File: src/rtl/ofs_pkg.sv
package ofs_pkg;
  typedef enum logic {SEL_EMPTY = 1'b0, SEL_FULL = 1'b1} ofs_sel_e;
endpackage

File: src/rtl/ofs_serial_ctl.sv
module ofs_serial_ctl
  import ofs_pkg::*;
#(
  parameter int OFS_W = 12,
  parameter int IDX_W = 4
) (
  input  logic             clk,
  input  logic             rewind,
  input  logic             shift,
  output logic             bit_we,
  output ofs_sel_e         bit_sel,
  output logic [IDX_W-1:0] bit_idx
);
  localparam int NBITS = 2 * OFS_W;
  localparam int CNT_W = $clog2(NBITS);

  logic [CNT_W-1:0] cnt;

  always_ff @(posedge clk) begin
    if (rewind)     cnt <= '0;
    else if (shift) cnt <= (cnt == CNT_W'(NBITS - 1)) ? '0 : cnt + CNT_W'(1);
  end

  always_comb begin
    bit_we  = shift;
    bit_sel = (cnt >= CNT_W'(OFS_W)) ? SEL_FULL : SEL_EMPTY;
    bit_idx = (bit_sel == SEL_FULL) ? IDX_W'(cnt - CNT_W'(OFS_W)) : IDX_W'(cnt);
  end

  p_cnt_range_r3: assert property (@(posedge clk) disable iff (rewind)
    shift |=> (cnt < CNT_W'(NBITS)));
  p_cnt_hold_r9: assert property (@(posedge clk) disable iff (rewind)
    !shift |=> $stable(cnt));
endmodule

File: src/rtl/ofs_par_ctl.sv
module ofs_par_ctl
  import ofs_pkg::*;
(
  input  logic     clk,
  input  logic     rewind,
  input  logic     store,
  output logic     word_we,
  output ofs_sel_e word_sel
);
  ofs_sel_e sel_q;

  always_ff @(posedge clk) begin
    if (rewind)     sel_q <= SEL_EMPTY;
    else if (store) sel_q <= (sel_q == SEL_EMPTY) ? SEL_FULL : SEL_EMPTY;
  end

  assign word_we  = store;
  assign word_sel = sel_q;

  p_wptr_flip_r4: assert property (@(posedge clk) disable iff (rewind)
    store |=> (sel_q != $past(sel_q)));
  p_wptr_hold_r9: assert property (@(posedge clk) disable iff (rewind)
    !store |=> $stable(sel_q));
endmodule

File: src/rtl/ofs_regs.sv
module ofs_regs
  import ofs_pkg::*;
#(
  parameter int OFS_W = 12,
  parameter int IDX_W = 4
) (
  input  logic             clk,
  input  logic             mrst,
  input  logic [2:0]       dflt_code,
  input  logic             bit_we,
  input  ofs_sel_e         bit_sel,
  input  logic [IDX_W-1:0] bit_idx,
  input  logic             bit_val,
  input  logic             word_we,
  input  ofs_sel_e         word_sel,
  input  logic [OFS_W-1:0] word_val,
  output logic [OFS_W-1:0] empty_ofs,
  output logic [OFS_W-1:0] full_ofs
);
  logic [OFS_W-1:0] dflt;

  always_comb begin
    if (int'(dflt_code) + 2 >= OFS_W) dflt = '1;
    else dflt = (OFS_W'(1) << (int'(dflt_code) + 2)) - OFS_W'(1);
  end

  logic [OFS_W-1:0] ofs_q [2];

  for (genvar r = 0; r < 2; r++) begin : g_reg
    always_ff @(posedge clk) begin
      if (mrst)
        ofs_q[r] <= dflt;
      else if (word_we && (word_sel == ofs_sel_e'(r)))
        ofs_q[r] <= word_val;
      else if (bit_we && (bit_sel == ofs_sel_e'(r)))
        ofs_q[r][bit_idx] <= bit_val;
    end

    p_ofs_hold_r5: assert property (@(posedge clk) disable iff (mrst)
      (!(word_we && word_sel == ofs_sel_e'(r)) && !(bit_we && bit_sel == ofs_sel_e'(r)))
      |=> $stable(ofs_q[r]));
  end

  assign empty_ofs = ofs_q[0];
  assign full_ofs  = ofs_q[1];
endmodule

File: src/rtl/ofs_readback.sv
module ofs_readback
  import ofs_pkg::*;
#(
  parameter int OFS_W  = 12,
  parameter int DATA_W = 16
) (
  input  logic              clk,
  input  logic              rewind,
  input  logic              rd_req,
  input  logic [OFS_W-1:0]  empty_ofs,
  input  logic [OFS_W-1:0]  full_ofs,
  output logic [DATA_W-1:0] rd_data,
  output logic              rd_valid
);
  ofs_sel_e rptr;

  always_ff @(posedge clk) begin
    if (rewind) begin
      rptr     <= SEL_EMPTY;
      rd_valid <= 1'b0;
      rd_data  <= '0;
    end else begin
      rd_valid <= rd_req;
      if (rd_req) begin
        rd_data <= DATA_W'((rptr == SEL_FULL) ? full_ofs : empty_ofs);
        rptr    <= (rptr == SEL_EMPTY) ? SEL_FULL : SEL_EMPTY;
      end
    end
  end

  p_rd_valid_r6: assert property (@(posedge clk) disable iff (rewind)
    rd_req |=> rd_valid);
  p_rd_idle_r9: assert property (@(posedge clk) disable iff (rewind)
    !rd_req |=> !rd_valid);
endmodule

File: src/rtl/ofs_loader.sv
module ofs_loader
  import ofs_pkg::*;
#(
  parameter int OFS_W  = 12,
  parameter int DATA_W = 16
) (
  input  logic              clk,
  input  logic              mrst,
  input  logic              prst,
  input  logic              ld,
  input  logic [1:0]        fsel,
  input  logic              ser_sel,
  input  logic              ser_en,
  input  logic              ser_in,
  input  logic              wr_en,
  input  logic [DATA_W-1:0] wr_data,
  input  logic              rd_en,
  output logic [DATA_W-1:0] rd_data,
  output logic              rd_valid,
  output logic [OFS_W-1:0]  empty_ofs,
  output logic [OFS_W-1:0]  full_ofs
);
  localparam int IDX_W = (OFS_W > 1) ? $clog2(OFS_W) : 1;

  logic ser_mode;
  logic active, rewind;
  logic shift, store, rd_req;
  logic bit_we, word_we;
  ofs_sel_e bit_sel, word_sel;
  logic [IDX_W-1:0] bit_idx;
  logic unused_wr_hi;

  assign unused_wr_hi = ^wr_data;
  assign rewind = mrst | prst;
  assign active = ~rewind & ld;
  assign shift  = active & ser_mode & ser_en;
  assign store  = active & ~ser_mode & wr_en;
  assign rd_req = active & rd_en;

  always_ff @(posedge clk) begin
    if (mrst) ser_mode <= ser_sel;
  end

  ofs_serial_ctl #(.OFS_W(OFS_W), .IDX_W(IDX_W)) u_ser (
    .clk(clk), .rewind(rewind), .shift(shift),
    .bit_we(bit_we), .bit_sel(bit_sel), .bit_idx(bit_idx)
  );

  ofs_par_ctl u_par (
    .clk(clk), .rewind(rewind), .store(store),
    .word_we(word_we), .word_sel(word_sel)
  );

  ofs_regs #(.OFS_W(OFS_W), .IDX_W(IDX_W)) u_regs (
    .clk(clk), .mrst(mrst), .dflt_code({ld, fsel}),
    .bit_we(bit_we), .bit_sel(bit_sel), .bit_idx(bit_idx), .bit_val(ser_in),
    .word_we(word_we), .word_sel(word_sel), .word_val(wr_data[OFS_W-1:0]),
    .empty_ofs(empty_ofs), .full_ofs(full_ofs)
  );

  ofs_readback #(.OFS_W(OFS_W), .DATA_W(DATA_W)) u_rb (
    .clk(clk), .rewind(rewind), .rd_req(rd_req),
    .empty_ofs(empty_ofs), .full_ofs(full_ofs),
    .rd_data(rd_data), .rd_valid(rd_valid)
  );

  p_mode_keep_r8: assert property (@(posedge clk) disable iff (mrst)
    prst |=> $stable(ser_mode));
  p_exclusive_r5: assert property (@(posedge clk) disable iff (mrst)
    !(bit_we && word_we));
endmodule

File: config.mk
export PLATFORM = sky130hd
export DESIGN_NAME = ofs_loader
export DESIGN_NICKNAME = d
export VERILOG_FILES = /design/src/rtl/ofs_pkg.sv /design/src/rtl/ofs_serial_ctl.sv /design/src/rtl/ofs_par_ctl.sv /design/src/rtl/ofs_regs.sv /design/src/rtl/ofs_readback.sv /design/src/rtl/ofs_loader.sv
export SDC_FILE = /design/constraint.sdc
export NUM_CORES = 1
export LEC_CHECK = 0
export BUFFER_PORTS_ARGS = -buffer_cell sky130_fd_sc_hd__buf_2
export CAP_MARGIN = 20
export CORE_MARGIN = 10
export CORE_UTILIZATION = 50
export CTS_CLUSTER_SIZE = 12
export DETAILED_ROUTE_END_ITERATION = 12
export HOLD_SLACK_MARGIN = 0.03
export PLACE_DENSITY = 0.86
export SYNTH_ARGS = -nofsm -noshare
export SYNTH_HDL_FRONTEND = slang
export SYNTH_SLANG_ARGS = --single-unit
File: constraint.sdc
create_clock -name clk -period 3.02 [get_ports clk]
set_input_delay 0.151 -clock clk [delete_from_list [all_inputs] [get_ports clk]]
set_output_delay 0.151 -clock clk [all_outputs]
set_load 0.1 [all_outputs]
=== Word level (Yosys, flattened, before mapping) ===
Memory sizes are Yosys's and may differ from the RTL's.
Cells that the tools add are included.

* Bits in registers: 25
* RAM bits: 24
* Input port bits: 27
* Output and inout bits: 41
* Memories kept: 1

* Add/sub/neg operators: 4
* Order comparisons: 4
* Equal/unequal tests: 1
* Shifts and indexed selects: 1
* Multiplexer cells: 51
* Bitwise operators: 37
* Reduce and logical (&&, ||, !) cells: 5

{| class="wikitable"
|+ Memory list
! memory !! words !! width !! rd ports !! clocked after memory_dff !! wr ports !! RTL line !! RTL
|-
| u_regs.ofs_q || 2 || 12 || 2 || 0 || 2 || ofs_regs.sv:27 || <nowiki>logic [OFS_W-1:0] ofs_q [2];</nowiki>
|}

{| class="wikitable"
|+ Operators with widths
! cell !! count
|-
| 2-to-1 mux 12 bit || 6
|-
| 2-to-1 mux 1 bit || 42
|-
| left shift 1 x 32 -> 12 bit, first input constant || 1
|-
| bitwise OR 1 bit || 27
|-
| subtractor 12 x 2 -> 12 bit, second input constant || 1
|-
| AND 1 bit || 6
|-
| adder 5 x 1 -> 5 bit, second input constant || 1
|-
| equality test 5 bit, second input constant || 1
|-
| greater-or-equal comparator 5 x 4 -> 1 bit, second input constant || 1
|-
| logical AND 1 bit || 5
|-
| < comparator 4 x 5 -> 1 bit, second input constant || 1
|-
| 2-to-1 mux 5 bit || 1
|-
| adder 3 x 2 -> 4 bit, second input constant || 1
|-
| demux 1 bit (select 4 bit) || 1
|-
| greater-or-equal comparator 4 x 1 -> 1 bit, second input constant || 1
|-
| greater-or-equal comparator 4 bit, second input constant || 1
|-
| 2-to-1 mux 4 bit || 1
|-
| NOT 1 bit || 4
|-
| subtractor 4 bit, second input constant || 1
|}

=== Logic depth before layout (Yosys ltp) ===
Gate-level depths: netlist of run 1.

* Depth after elaboration: 11
* Gate-level depth with buffers: 11
* Mapped depth without buffers: 9

=== Cells and area by module ===
Synthesis of run 1 repeated with hierarchy kept, for this count alone.

* Cell total of the unflattened synthesis: 329
* Area, all modules: 3,002.9 um^2

{| class="wikitable"
|+ By module, submodules not included
! module !! times used !! cells an instance !! area an instance (um^2) !! sequential area each (um^2)
|-
| ofs_regs || 1 || 218 || 1,941.9 || 720.7
|-
| ofs_readback || 1 || 64 || 640.6 || 280.3
|-
| ofs_serial_ctl || 1 || 37 || 314.1 || 100.1
|-
| ofs_loader || 1 || 6 || 66.3 || 30.0
|-
| ofs_par_ctl || 1 || 4 || 40.0 || 20.0
|}

=== Worst setup path after synthesis of run 1 ===
No wires, ideal clock.

* Path kind: input-to-reg
* Start: input ld
* End: memory u_regs.ofs_q[0][6], data pin
* Arrival time: 2,215 ps
* Path slack: 545 ps
* Cell stages on the path: 10
* Cells stage by stage: inv_1 ha_1 clkbuf_1 or4_1 ha_1 or2_2 a21o_1 a21o_1 o2111ai_1 nand2_1

{| class="wikitable"
|+ RTL lines
! element !! RTL line !! RTL
|-
| start, declared || ofs_loader.sv:10 || <nowiki>input logic ld,</nowiki>
|-
| end, declared || ofs_regs.sv:27 ||
|}

==> qor.csv, run 1 <==
stage;metric;value;unit
sta;Slew headroom;32.0;%
clock_network;CTS Buffer Depth;2;
clock_network;setup bufs post-CTS;0;
floorplan;Die X;97.2;um
finish;layout cells sized above 1;25.3;%
sta;Worst Setup Slack, final;0.585;ns
synth;post-synth cell types;56;
finish;antenna cells;0;
clock_network;clock latency on the worst-skew pair;0.31;ns
finish;final net count;424;
sta;Fmax;411;MHz
synth;Gate Count Post-Synth;337;
synth;asr flop ratio synth;0;%
pwr;VDD IR-drop max;285;uV
worst_setup_path;WP data required;3.09;ns
sta;Least-Margin Pin Slew;1.02;ns
run;max cap viols;0;
worst_setup_path;CP max stage delay;0.50;ns
worst_setup_path;Setup CP Type;reg2reg;
clock_network;TritonCTS clock tree;done;
worst_setup_path;Critical Path Source Type;register;
run_status;status;finished, final reports clean;
place;HPWL after DPL;5880;um
sta;skew final;0.0107;ns
global_route;grt ovf;0;
floorplan;Die H;97.2;um
sta;fin crit share;80.6;%
synth;main flop type after synthesis;edfxtp_1;
min_path;Hold WC Path Type;in2reg;
clock_network;clock-pin slew of the registers on the worst-case setup and hold paths;0.10;ns
worst_setup_path;r2r startpoint;u_ser.cnt[0];
place;Placed Area;3250;sq um
worst_setup_path;worst path cell trace;inv_1 -> ha_1 -> a211o_1 -> nor4_2 -> nand2_1 -> mux2_2;
sta;Final Hold Fails;0;
finish;final instance area;3390;sq um
clock_network;Root Buffer;clkbuf_8;
place;gpl congestion;0.983;
detailed_routing;initial drt markers;408;
worst_setup_path;crit path from;u_ser.cnt[0];
place;pre-CTS WS;0.301;ns
clock_network;Sink Count;45;
detailed_routing;DRT antenna net count;0;
pwr;Cell Pwr Density;499;nW/um^2
clock_network;cts bufs inserted;5;
clock_network;H-Tree Depth;2;
worst_setup_path;slowest CP cell;nor4_2;
sta;setup TNS;0;ns
synth;Mapped Area;2980;sq um
finish;Finished Core Util;58.0;%
global_route;largest net degree at the start of global routing;25;
worst_setup_path;crit path DAT;2.51;ns
floorplan;row count;28;
sta;final-report setup violation count;0;
detailed_routing;DRC;0;
synth;Seq cells post-synth;45;
floorplan;Starting Density;51.0;%
detailed_routing;post-DR wirelength/cell;16.8;um
synth;Synth Warn #;0;
detailed_routing;WL final;7710;um
worst_setup_path;Worst R2R End;u_regs.ofs_q[0][5];
global_route;global-route wire length before repair;12600;um
synth;Post-Syn Area per Cell;8.85;sq um
detailed_routing;DRT Pass-1 Iters;5;
detailed_routing;Vias;2669;
finish;Layout area overhead;13.8;%
global_route;gr usage total;15.6;%
synth;post-synthesis sequential area ratio;38.6;%
sta;Slew Viols, Final;0;
pwr;Leak;1.38;nW
worst_setup_path;internal reg-to-reg setup slack;0.59;ns
sta;crit path time final;2.43;ns
finish;number of fill cells;479;
sta;RSZ-0062 raised after global routing;false;
floorplan;Die ar.;9450;sq um
worst_setup_path;CP Capture Type;register;
global_route;vias in the first global route;2453;
synth;EDFF count, synth;25;
place;Port Buffers;59;
worst_setup_path;worst setup path end;u_regs.ofs_q[0][5];
floorplan;io pins;68;
global_route;initial antenna violation count;0;
worst_setup_path;cells on worst reg2reg path;6;
worst_setup_path;crit-path max FO;8;
detailed_routing;Via-to-Cell Ratio;5.81;
floorplan;Core Region;5850;sq um
## state kept, by name (all words and copies together) (netlist names)
| signal | cells |
|---|---|
| u_rb.rd_valid | 1 |
| ser_mode | 1 |
| u_regs.ofs_q | 24 |
| u_ser.cnt | 5 |
| u_rb.rptr | 1 |
| u_par.word_sel | 1 |
| u_rb.rd_data | 12 |
## per-layer routing
| layer | up-vias | wire [um] | track usage (%) |
|---|---|---|---|
| met2 | 150 | 3640 | 25.9 |
| met3 | 21 | 700 | 3.49 |
| met1 | 1237 | 3200 | 19.2 |
| li1 | 1261 | - | - |
| met4 | 0 | 172 | 5.82 |
| met5 | - | 0 | 0 |
## power by group
group,total [mW],internal (mW),switching [mW]
Combinational,0.460,0.103,0.358
Clock,0.527,0.300,0.227
Sequential,0.706,0.686,0.0199
## worst min-delay path by stage
stage | end | startpoint | depth (start not counted)
after floorplan | ser_mode | ser_sel | 0
after global placement | ser_mode | ser_sel | 1
after detailed placement | ser_mode | ser_sel | 1
after CTS | ser_mode | mrst | 1
after global routing | ser_mode | mrst | 1
final | ser_mode | mrst | 1
## stage by stage
stage / hold WS, ns / total power, mW / instances
after detailed placement: 0.332 / 1.18 / 450
after global placement: 0.330 / 1.17 / 450
after floorplan: 0.250 / 1.10 / 340
after global routing: 0.123 / 1.74 / 459
after CTS: 0.104 / 1.69 / 459
final: 0.107 / 1.69 / 459
## cells in the mapped netlist, types with 3 or more instances
cell      count  area (sq um)
xnor2_1       4          35.0
inv_1         8          30.0
mux2_2       13           146
o211ai_1      3          22.5
nor2b_1       4          25.0
dfxtp_1      20           400
nor2_1       38           143
buf_4         7          52.6
mux2i_1      14           140
edfxtp_1     25           751
clkbuf_1     10          37.5
a211oi_1     11          82.6
and3_1        3          18.8
a31oi_1       4          25.0
o21ai_0      15          75.1
o21a_1        4          30.0
buf_2         7          35.0
ha_1         14           175
a21oi_1       7          35.0
xor2_1        3          26.3
nand2_1      71           267
nand3_1       6          30.0
nor3_1        4          20.0
## layout make-up
type                       instances  area (sq um)  area share, %
multi-input combinational        260          1660           48.9
tap                               75          93.8           2.76
sequential                        45          1150           33.9
clock inverter                     2          38.8           1.14
inverter                           8          30.0          0.885
clock buffer                       6          93.8           2.76
timing repair buffer              63           328           9.66
## worst max-delay path: cells and delay by family, from the launching register on
kind,cells,cell delay (ns)
AND/OR/NAND/NOR,2,0.67
flip-flops,1,0.45
buffers and inverters,1,0.10
multiplexers,1,0.30
adder cells (fa/ha/maj),1,0.34
AO/OA/AOI/OAI,1,0.34
## logic make-up after synthesis
family	count (synthesis)	synth area share, %
xor+xnor	7	2.06
mux	29	10.6
flops	45	38.6
other cells	1	0.126
buf+inv	35	6.13
fa+ha+maj	14	5.88
simple gates	148	23.5
compound gates	58	13.1
## cells in the final DEF, fill, tap and decap left out, drive strengths merged, types with 2 or more instances in the layout
master	n
nand2	71
buf	62
nor2	40
edfxtp	25
dfxtp	20
o21ai	15
mux2	15
mux2i	14
ha	14
a211oi	11
inv	9
a21oi	7
nand3	7
clkbuf	6
nor3	6
nor2b	4
a31oi	4
o21a	4
xnor2	4
conb	4
nor4	4
and3	3
xor2	3
o211ai	3
nand4	2
a21o	2
o2111ai	2
a32oi	2
o31ai	2
or2	2
## what timing repair did
action | 4_1_cts | 5_1_grt
hold endpoints to repair | 1 | 0
resized for setup | 0 | 0
hold buffers | 1 | 0
No activity file was read; power rests on OpenSTA's default activity.
==> inputs of run 2 (changes only) <==
CORE_UTILIZATION = 49   (was 50)
PLACE_DENSITY = 0.87   (was 0.86)
clock period = 2.23 ns   (was 3.02 ns; I/O delays follow)
==> run 2 against run 1 <==
Count of clock-buffer cells in the layout down 1. Power up 26%. Worst hold slack worse by 0.037 ns. Via count up 0.86%. Register-to-register slack worse by 0.43 ns. First-iteration DRC count down 23%. Final area up 3.2%. Maximum frequency up 17%. Global-route usage up 0.35 points. Critical path type unchanged. Critical endpoint is now u_regs.ofs_q[0][9]. Largest power group unchanged. Highest routed layer unchanged.
==> qor.csv, run 2 (same netlist as run 1, synthesis figures left out) <==
stage;metric;value;unit
sta;crit path time final;2.07;ns
pwr;Cell Pwr Density;611;nW/um^2
detailed_routing;post-DR wirelength/cell;16.3;um
min_path;Hold WC Path Type;in2reg;
detailed_routing;Via-to-Cell Ratio;5.67;
sta;Worst Setup Slack, final;0.155;ns
pwr;VDD IR-drop max;446;uV
floorplan;io pins;68;
place;Placed Area;3400;sq um
global_route;global-route wire length before repair;12900;um
sta;Hold WS;0.0697;ns
global_route;grt ovf;0;
pwr;Reg power frac;44.8;%
clock_network;TritonCTS clock tree;done;
sta;Final Hold Fails;0;
worst_setup_path;WP data required;2.29;ns
detailed_routing;uppermost layer routed;met4;
clock_network;Root Buffer;clkbuf_8;
worst_setup_path;cell family with most CP delay;flip-flops;
place;gpl congestion;0.881;
pwr;Final Power;2.14;mW
clock_network;cts bufs inserted;5;
finish;largest registers;u_regs.ofs_q x24, u_rb.rd_data x12, u_ser.cnt x5;
run;max cap viols;0;
global_route;gr usage total;15.9;%
floorplan;Die H;98.0;um
finish;most common cell after layout, fill and taps aside;nand2_1;
clock_network;CTS Buffer Depth;2;
finish;Layout area overhead;17.5;%
pwr;Leak;1.44;nW
finish;layout cells sized above 1;29.5;%
floorplan;row count;28;
detailed_routing;DRT Pass-1 Iters;5;
worst_setup_path;Setup CP Type;reg2reg;
place;Port Buffers;59;
sta;fin crit share;93.0;%
global_route;vias in the first global route;2659;
finish;max reg flops;24;
detailed_routing;initial drt markers;315;
global_route;largest net degree at the start of global routing;25;
sta;Least-Margin Pin Slew;0.822;ns
worst_setup_path;slowest CP cell;dfxtp_1;
detailed_routing;met1 WL;3140;um
detailed_routing;DRT antenna net count;0;
finish;antenna cells;0;
detailed_routing;WL final;7760;um
worst_setup_path;worst path bufs/invs;2;
place;DP Cell Count;466;
sta;Slew headroom;45.0;%
pwr;sw power;0.827;mW
finish;number of fill cells;515;
worst_setup_path;CP Capture Type;register;
clock_network;clock latency on the worst-skew pair;0.31;ns
sta;RSZ-0062 raised after global routing;false;
finish;most frequent cells in the layout;71 x nand2_1, 59 x buf_2, 38 x nor2_1;
finish;Finished Core Util;59.2;%
clock_network;Sink Count;45;
clock_network;H-Tree Depth;2;
detailed_routing;DRC;0;
sta;skew final;0.0131;ns
worst_setup_path;crit-path max FO;5;
worst_setup_path;Critical Path Source Type;register;
floorplan;Starting Density;50.4;%
place;pre-CTS WS;-0.0145;ns
finish;final instance area;3500;sq um
pwr;Clock power frac;25.0;%
pwr;Combinational Power Share;30.2;%
pwr;switch share;38.6;%
floorplan;Core Region;5920;sq um
clock_network;clock-pin slew of the registers on the worst-case setup and hold paths;0.09;ns
sta;setup TNS;0;ns
sta;final-report setup violation count;0;
finish;fin cells;475;
floorplan;Die ar.;9600;sq um
finish;Reg with most FFs;u_regs.ofs_q;
finish;final net count;440;
sta;Fmax;482;MHz
detailed_routing;Vias;2692;
detailed_routing;met2 routed WL;3730;um
sta;Slew Viols, Final;0;
pwr;P_int;1.31;mW
floorplan;Die X;98.0;um
run_status;status;finished, final reports clean;
worst_setup_path;crit path DAT;2.13;ns
worst_setup_path;worst path cell trace;inv_1 -> ha_1 -> a221oi_2 -> buf_4 -> and3_1 -> nand2_1 -> mux2_4;
place;HPWL after DPL;6110;um
detailed_routing;met3 wire len;651;um
global_route;initial antenna violation count;0;
worst_setup_path;CP max stage delay;0.40;ns
==> run 2: changes by cell type in the layout (fill, tap and decap cells not counted), sizes merged <==
cell / change
inv: +1
bufinv: -1
clkinv: +1
buf: +16
clkbuf: -1
==> run 2: worst reg2reg max path, stage by stage (launching register included) <==
cell and delay [ns]:
dfxtp_1 0.40, inv_1 0.09, ha_1 0.23, a221oi_2 0.26
buf_4 0.17, and3_1 0.24, nand2_1 0.11, mux2_4 0.31
==> run 2: layout make-up <==
class	instances	area [sq um]	share of cell area, %
inverter	8	30.0	0.857
multi-input combinational	260	1690	48.2
clock buffer	5	68.8	1.96
tap	75	93.8	2.68
clock inverter	3	23.8	0.679
sequential	45	1150	32.9
timing repair buffer	79	448	12.8
==> run 2: routing by layer <==
metal  track usage, %  vias to the layer above
met5                0                        -
met4             7.83                        0
met3             3.59                       22
met2             27.2                      132
met1             18.4                     1238
li1                 -                     1300
==> run 2: path summary, 6_finish.rpt <==
check	start	end	slack, ns	cells after the start
hold reg to reg	u_rb.rd_data[9]	u_rb.rd_data[9]	0.48	2
setup / recovery	u_ser.cnt[1]	u_regs.ofs_q[0][9]	0.16	7
hold / removal	mrst	ser_mode	0.07	1
setup reg to reg	u_ser.cnt[1]	u_regs.ofs_q[0][9]	0.16	7
==> run 2: power by group through the flow <==
stage	clock [mW]	combinational [mW]	sequential (mW)
6_report	0.535	0.646	0.959
5_1_grt	0.576	0.685	0.965
4_1_cts	0.543	0.645	0.959
3_5_place_dp	0	0.640	0.978
3_3_place_gp	0	0.630	0.975
2_1_floorplan	0	0.238	1.26
==> run 2: timing repair <==
action,in CTS,in global routing
gates resized for setup,0,0
hold endpoints to repair,1,0
hold buffers,1,0
buffers inserted,0,0
